$ cat src/rtl/spi_cmd_pkg.sv
package spi_cmd_pkg;
   localparam logic [7:0] OP_DMA_WR  = 8'hC1;
   localparam logic [7:0] OP_DMA_RD  = 8'hC2;
   localparam logic [7:0] OP_INT_WR  = 8'hC3;
   localparam logic [7:0] OP_INT_RD  = 8'hC4;
   localparam logic [7:0] OP_TERM    = 8'hC5;
   localparam logic [7:0] OP_RPT     = 8'hC6;
   localparam logic [7:0] OP_DMAX_WR = 8'hC7;
   localparam logic [7:0] OP_DMAX_RD = 8'hC8;
   localparam logic [7:0] OP_SGL_WR  = 8'hC9;
   localparam logic [7:0] OP_SGL_RD  = 8'hCA;
   localparam logic [7:0] OP_RESET   = 8'hCF;

   localparam int PAY_MAX = 7;   // longest payload after the opcode
   localparam int LEN_W   = 4;

   typedef enum logic [2:0] {
      K_SGL_WR, K_SGL_RD, K_INT_WR, K_INT_RD, K_CTRL, K_DMA
   } cmd_kind_e;

   typedef enum logic [1:0] {ST_OP, ST_HDR, ST_RSP} parse_st_e;
endpackage

$ cat src/rtl/spi_cmd_crc7.sv
module spi_cmd_crc7 #(
   parameter logic [6:0] POLY = 7'h09,
   parameter int BITS = 8
) (
   input  logic [6:0]      crc_in,
   input  logic [BITS-1:0] data,
   output logic [6:0]      crc_out
);
   logic [7*(BITS+1)-1:0] chain;

   assign chain[6:0] = crc_in;

   for (genvar i = 0; i < BITS; i++) begin : g_bit
      logic fb;
      assign fb = chain[7*i+6] ^ data[BITS-1-i];
      assign chain[7*(i+1) +: 7] = {chain[7*i +: 6], 1'b0} ^ (fb ? POLY : 7'h00);
   end

   assign crc_out = chain[7*BITS +: 7];
endmodule

$ cat src/rtl/spi_cmd_decode.sv
module spi_cmd_decode
   import spi_cmd_pkg::*;
(
   input  logic [7:0]       op,
   output logic             known,
   output cmd_kind_e        kind,
   output logic [LEN_W-1:0] pay_len
);
   always_comb begin
      known   = 1'b1;
      kind    = K_CTRL;
      pay_len = LEN_W'(3);
      case (op)
         OP_SGL_WR: begin kind = K_SGL_WR; pay_len = LEN_W'(7); end
         OP_SGL_RD: begin kind = K_SGL_RD; pay_len = LEN_W'(3); end
         OP_INT_WR: begin kind = K_INT_WR; pay_len = LEN_W'(6); end
         OP_INT_RD: begin kind = K_INT_RD; pay_len = LEN_W'(3); end
         OP_DMA_WR, OP_DMA_RD: begin kind = K_DMA; pay_len = LEN_W'(5); end
         OP_DMAX_WR, OP_DMAX_RD: begin kind = K_DMA; pay_len = LEN_W'(6); end
         OP_TERM, OP_RPT, OP_RESET: begin kind = K_CTRL; pay_len = LEN_W'(3); end
         default: known = 1'b0;
      endcase
   end
endmodule

$ cat src/rtl/spi_cmd_responder.sv
module spi_cmd_responder
   import spi_cmd_pkg::*;
#(
   parameter int         ADDR_W       = 24,
   parameter logic [3:0] HDR_TAG      = 4'h3,
   parameter logic [7:0] STAT_BAD_OP  = 8'h01,
   parameter logic [7:0] STAT_BAD_CRC = 8'h02
) (
   input  logic              clk,
   input  logic              rst_n,
   input  logic              cs_n,
   input  logic              rx_valid,
   input  logic [7:0]        rx_byte,
   input  logic              crc_en,
   output logic [7:0]        tx_byte,
   output logic [ADDR_W-1:0] reg_addr,
   output logic [31:0]       reg_wdata,
   output logic              reg_we,
   output logic              reg_re,
   output logic              reg_clockless,
   input  logic [31:0]       reg_rdata
);
   localparam int PAY_W     = 8 * PAY_MAX;
   localparam int RSP_SLOTS = 2 ** LEN_W;

   if (ADDR_W < 24) begin : g_chk_addr
      $error("ADDR_W must hold a 24-bit address");
   end
   if (STAT_BAD_OP == 8'h00 || STAT_BAD_CRC == 8'h00) begin : g_chk_stat
      $error("error status codes must be nonzero");
   end
   if (STAT_BAD_OP == STAT_BAD_CRC) begin : g_chk_dist
      $error("error status codes must differ");
   end

   parse_st_e        st_q;
   cmd_kind_e        kind_q;
   logic [7:0]       op_q;
   logic             crc_on_q;
   logic [LEN_W-1:0] left_q, idx_q, last_q;
   logic [PAY_W-1:0] hdr_q;
   logic [6:0]       crc_q;
   logic [7:0]       resp_q [RSP_SLOTS];

   logic             dec_known;
   cmd_kind_e        dec_kind;
   logic [LEN_W-1:0] dec_len;
   logic [6:0]       crc_nxt;

   spi_cmd_decode u_dec (
      .op(rx_byte), .known(dec_known), .kind(dec_kind), .pay_len(dec_len)
   );

   spi_cmd_crc7 u_crc (
      .crc_in(st_q == ST_OP ? 7'h7F : crc_q), .data(rx_byte), .crc_out(crc_nxt)
   );

   // frame-end decode of the collected payload
   logic [PAY_W-1:0] pay;
   logic             crc_bad, is_rd, is_wr;
   logic [23:0]      acc_addr;
   logic             acc_cl;
   logic [7:0]       stat;

   always_comb begin
      pay      = crc_on_q ? hdr_q : {hdr_q[PAY_W-9:0], rx_byte};
      crc_bad  = crc_on_q && (rx_byte[7:1] != crc_q);
      is_rd    = (kind_q == K_SGL_RD) || (kind_q == K_INT_RD);
      is_wr    = (kind_q == K_SGL_WR) || (kind_q == K_INT_WR);
      stat     = crc_bad ? STAT_BAD_CRC : 8'h00;
      acc_cl   = 1'b0;
      acc_addr = pay[23:0];
      case (kind_q)
         K_SGL_WR: acc_addr = pay[55:32];
         K_INT_WR: begin acc_addr = {9'd0, pay[46:32]}; acc_cl = pay[47]; end
         K_INT_RD: begin acc_addr = {9'd0, pay[22:8]};  acc_cl = pay[23]; end
         default:  acc_addr = pay[23:0];
      endcase
   end

   always_ff @(posedge clk) begin
      if (!rst_n) begin
         st_q          <= ST_OP;
         kind_q        <= K_CTRL;
         op_q          <= 8'h00;
         crc_on_q      <= 1'b0;
         left_q        <= '0;
         idx_q         <= '0;
         last_q        <= '0;
         hdr_q         <= '0;
         crc_q         <= 7'h7F;
         reg_addr      <= '0;
         reg_wdata     <= '0;
         reg_we        <= 1'b0;
         reg_re        <= 1'b0;
         reg_clockless <= 1'b0;
         for (int i = 0; i < RSP_SLOTS; i++) resp_q[i] <= 8'h00;
      end else begin
         reg_we <= 1'b0;
         reg_re <= 1'b0;
         if (reg_re) begin
            resp_q[3] <= reg_rdata[31:24];
            resp_q[4] <= reg_rdata[23:16];
            resp_q[5] <= reg_rdata[15:8];
            resp_q[6] <= reg_rdata[7:0];
         end
         if (cs_n) begin
            st_q  <= ST_OP;
            idx_q <= '0;
         end else if (rx_valid) begin
            case (st_q)
               ST_OP: begin
                  op_q     <= rx_byte;
                  crc_on_q <= crc_en;
                  crc_q    <= crc_nxt;
                  hdr_q    <= '0;
                  idx_q    <= '0;
                  if (dec_known) begin
                     kind_q <= dec_kind;
                     left_q <= dec_len + LEN_W'(crc_en);
                     st_q   <= ST_HDR;
                  end else begin
                     resp_q[0] <= rx_byte;
                     resp_q[1] <= STAT_BAD_OP;
                     last_q    <= LEN_W'(1);
                     st_q      <= ST_RSP;
                  end
               end
               ST_HDR: begin
                  if (left_q == LEN_W'(1)) begin
                     st_q  <= ST_RSP;
                     idx_q <= '0;
                     if (kind_q == K_CTRL) begin
                        resp_q[0] <= 8'h00;
                        resp_q[1] <= op_q;
                        resp_q[2] <= stat;
                        last_q    <= LEN_W'(2);
                     end else begin
                        resp_q[0] <= op_q;
                        resp_q[1] <= stat;
                        last_q    <= LEN_W'(1);
                     end
                     if (!crc_bad && (is_rd || is_wr)) begin
                        reg_addr      <= ADDR_W'(acc_addr);
                        reg_clockless <= acc_cl;
                        reg_wdata     <= pay[31:0];
                        reg_we        <= is_wr;
                        reg_re        <= is_rd;
                     end
                     if (!crc_bad && is_rd) begin
                        resp_q[2] <= {4'hF, HDR_TAG};
                        resp_q[7] <= 8'h00;
                        resp_q[8] <= 8'h00;
                        last_q    <= crc_on_q ? LEN_W'(8) : LEN_W'(6);
                     end
                  end else begin
                     left_q <= left_q - LEN_W'(1);
                     hdr_q  <= {hdr_q[PAY_W-9:0], rx_byte};
                     crc_q  <= crc_nxt;
                  end
               end
               default: begin
                  if (idx_q == last_q) begin
                     st_q  <= ST_OP;
                     idx_q <= '0;
                  end else begin
                     idx_q <= idx_q + LEN_W'(1);
                  end
               end
            endcase
         end
      end
   end

   assign tx_byte = (st_q == ST_RSP) ? resp_q[idx_q] : 8'h00;
endmodule

$ cat config.mk
export PLATFORM = sky130hd
export DESIGN_NAME = spi_cmd_responder
export DESIGN_NICKNAME = d
export VERILOG_FILES = /design/src/rtl/spi_cmd_pkg.sv /design/src/rtl/spi_cmd_crc7.sv /design/src/rtl/spi_cmd_decode.sv /design/src/rtl/spi_cmd_responder.sv
export SDC_FILE = /design/constraint.sdc
export NUM_CORES = 1
export LEC_CHECK = 0
export BUFFER_PORTS_ARGS = -buffer_cell sky130_fd_sc_hd__buf_4
export CAP_MARGIN = 20
export CELL_PAD_IN_SITES_DETAIL_PLACEMENT = 1
export CELL_PAD_IN_SITES_GLOBAL_PLACEMENT = 2
export CORE_MARGIN = 2
export CORE_UTILIZATION = 40
export CTS_CLUSTER_SIZE = 10
export DETAILED_ROUTE_END_ITERATION = 8
export GPL_TIMING_DRIVEN = 0
export MAX_ROUTING_LAYER = met4
export PLACE_DENSITY_LB_ADDON = 0.1
export SYNTH_ARGS = -nofsm -noshare
export SYNTH_HDL_FRONTEND = slang
export SYNTH_SLANG_ARGS = --single-unit
$ cat constraint.sdc
create_clock -name clk -period 7 [get_ports clk]
set_clock_uncertainty 0.05 [all_clocks]
set_input_delay 0.7 -clock clk [delete_from_list [all_inputs] [get_ports clk]]
set_output_delay 0.7 -clock clk [all_outputs]
set_load 0.01 [all_outputs]
==> flow_metrics.py <==
metrics = {
    "timing": {
        "setup_tns_ps": 0,
        "final-hold-violation-count": 0,
        "rsz0062_at_grt": "no",
        "setup_viol": 0,
        "tightest_slew_ps": 1050,
        "fmax_ghz": 0.303,
        "layout_min_cycle_time_ps": 3310,
        "fin_crit_sh": 0.472,
        "fin_ws_ps": 3690,
        "maxSlewViolCount": 0,
        "relSlewSlack": 0.289,
    },
    "placed_design": {
        "place_area_um2": 10900,
        "post-place-ws_ps": 3660,
        "dpl.hpwl_mm": 24.4,
        "portBuffers": 105,
        "gp_congestion": 0.881,
    },
    "hold_path": {
        "hold_end": "reg_wdata[21]$_SDFFE_PN0P_",
        "hold_path.class": "flip-flop to flip-flop",
        "hp-start": "reg_wdata[21]$_SDFFE_PN0P_",
        "whs_path_depth": 2,
    },
    "clocking": {
        "cts_resized": 0,
        "holdBufCountCts": 0,
        "clk_latency_ps": 530,
        "cts_num_sinks": 202,
        "post_cts_buffers": 0,
        "cts_made_buffers": 25,
        "path_clk_slew_ps": 50,
        "htreeDepth": 1,
        "root_buffer": "clkbuf_16",
        "tritoncts": "yes",
        "clock_path_buffers": 3,
    },
    "logic_synthesis": {
        "synth.top_cell.area_share": 0.314,
        "ys_warn_count": 0,
        "synth.cells.most_frequent": "dfxtp_1 (152), nor2_1 (98), nand2_1 (96)",
        "synth_cell_types": 66,
        "syn-num-nets": 1086,
        "netlist_area_um2": 9700,
        "synth_flop_cell": "dfxtp_1",
        "yosysTopAreaCell": "dfxtp_1",
        "seq_area_frac_synth": 0.469,
        "synthArstFlopShare": 0,
        "synth_most_common_cell": "dfxtp_1",
        "synth-edff-count": 50,
        "ys_ff_latch": 202,
        "synth_area_leaders": "dfxtp_1 (31%), edfxtp_1 (15%), mux2i_1 (5.0%), a22oi_1 (4.4%), nor2_1 (3.8%)",
        "syn_inst": 1036,
        "syn_area_per_cell_um2": 9.36,
    },
    "floorplanning": {
        "die_area_um2": 25500,
        "initial_core_util": 0.411,
        "die-height_um": 160,
        "io_pins": 112,
        "fp-row-count": 56,
        "core_area_um2": 23600,
        "die_x_um": 160,
    },
    "grt": {
        "grt_max_degree": 33,
        "grt_pass1_wl_mm": 51.3,
        "grt_pass1_vias": 8827,
        "grt_overflow": 0,
        "antenna_found_initial": 0,
        "globalRouteTotalUtil": 0.263,
    },
    "worst_setup_path": {
        "crit_path_top_delay_cell": "clkbuf_1",
        "arrival_ps": 2560,
        "reg2reg_to": "resp_q[0][6]$_DFFE_PP_",
        "crit_path_max_incr_delay_ps": 530,
        "critPathTopFamily": "buffers and inverters",
        "crit_chain": "clkbuf_1 > buf_2 > mux2i_1 > o211ai_1 > nand2_1 > a21oi_1 > buf_4",
        "ff2ff_path_depth": 7,
        "reg2reg_slack_ps": 3820,
        "rr_startpoint": "left_q[1]$_SDFFE_PN0P_",
        "startpoint_type": "flip-flop",
        "required_ps": 6250,
        "crit_path_end_kind": "primary output",
        "critPathKind": "flip-flop to primary output",
        "path_max_fanout": 10,
        "worst-path-buf-inv": 3,
    },
    "layout": {
        "final_area_um2": 11600,
        "layout-drive-gt1-share": 0.175,
        "finish.utilization": 0.491,
        "fin_nets": 1218,
        "n_antenna_cell": 0,
        "synthToLayoutAreaGrowth_pct": 19.5,
        "fillers": 2750,
    },
    "route": {
        "first_pass_iters": 5,
        "drtIter0Drc": 571,
        "via_count": 8569,
        "vias_per_cell": 5.72,
        "drtAntennaViolNets": 0,
        "wl_per_cell_um": 22.1,
        "drcViolationCount": 0,
        "drt-total-wl_mm": 33.1,
    },
    "pwr": {
        "irDropWorstVdd_uv": 171,
        "power_density_nw_per_um2": 222,
        "power_leakage_nw": 4.24,
        "finalPower_mw": 2.57,
    },
    "job": {
        "maxCapViolCount": 0,
    },
    "outcome": {
        "status": "completed",
    },
}
## metrics by stage
stage                     cells  hold slack [ps]
final                      1499              401
after global routing       1499              417
after CTS                  1499              403
after detailed placement   1460              395
after global placement     1460              395
after floorplan            1036              394
## worst reg2reg max path, stage by stage (launching register included)
cell and delay (ps):
dfxtp_1 310, inv_1 90, ha_1 140, nor3b_2 440, and3_1 240, clkbuf_1 330, clkbuf_1 550, or3_1 660
## worst max-delay path by stage
stage	endpoint	startpoint	slack [ps]	cells past startpoint
finish	tx_byte[0]	flip-flop	3690	7
global route	tx_byte[4]	flip-flop	3490	7
CTS	tx_byte[4]	flip-flop	3650	7
detailed placement	resp_q[0][1]$_DFFE_PP_	rx_byte[3]	3660	7
global placement	resp_q[0][3]$_DFFE_PP_	rx_byte[3]	3700	7
floorplan	resp_q[0][0]$_DFFE_PP_	rx_byte[1]	4140	6
## routing by layer
metal | vias to the layer above | GRT usage | share of wire
met2 | 168 | 0.441 | 0.50
met4 | 0 | 0.0930 | 0.037
met3 | 70 | 0.0374 | 0.033
met5 | - | - | 0
li1 | 4085 | - | -
met1 | 4246 | 0.324 | 0.43
## cells by family (layout without fill, tap and decap cells)
group | count (synthesis) | after routing | share of synthesized area
muxes | 72 | 72 | 0.0786
xor gates and xnor gates | 36 | 36 | 0.0325
and+or+nand+nor | 339 | 339 | 0.176
DFF | 202 | 202 | 0.469
buffers and inverters | 103 | 247 | 0.0453
AOI/OAI and AO/OA | 279 | 279 | 0.193
adders and majority gates | 5 | 5 | 0.00645
## state kept, by name (all words and copies together), names as in the netlist, 2 cells and up, named ones only
register and flops:
hdr_q 56, resp_q 50, reg_wdata 32, reg_addr 24, op_q 8, crc_q 7, idx_q 4, last_q 4
left_q 4, kind_q 3, st_q 2
## cells in the final DEF, fill, tap and decap left out, types with 12 or more instances in the layout
cell type,instances
a31oi_1,21
o21ai_0,64
and2_1,15
clkbuf_1,71
buf_2,30
a221oi_1,18
buf_4,105
a21oi_1,40
dfxtp_1,152
and3_1,35
xnor2_1,27
a311oi_1,19
nand2_1,96
a22oi_1,57
nand4_1,34
nor2b_1,12
nor2_1,98
mux2i_1,48
mux2_2,23
clkbuf_16,25
edfxtp_1,50
## area by class of cell
class                   instances  area, µm²  area share
clock inverters                 1       8.76    0.000756
repair buffers                105        788      0.0680
well taps                     319        399      0.0344
multi-input cells             731       4720       0.407
flip-flops and latches        202       4540       0.392
clock buffers                  38        694      0.0599
inverters                       6       22.5     0.00194
plain buffers                  97        417      0.0359
## power breakdown
group	leakage [nW]	switching (mW)	internal [mW]
clock	0.340	0.482	0.673
combinational	2.16	0.120	0.0681
sequential	1.75	0.0114	1.21
Power figures use the tool's default switching activity.
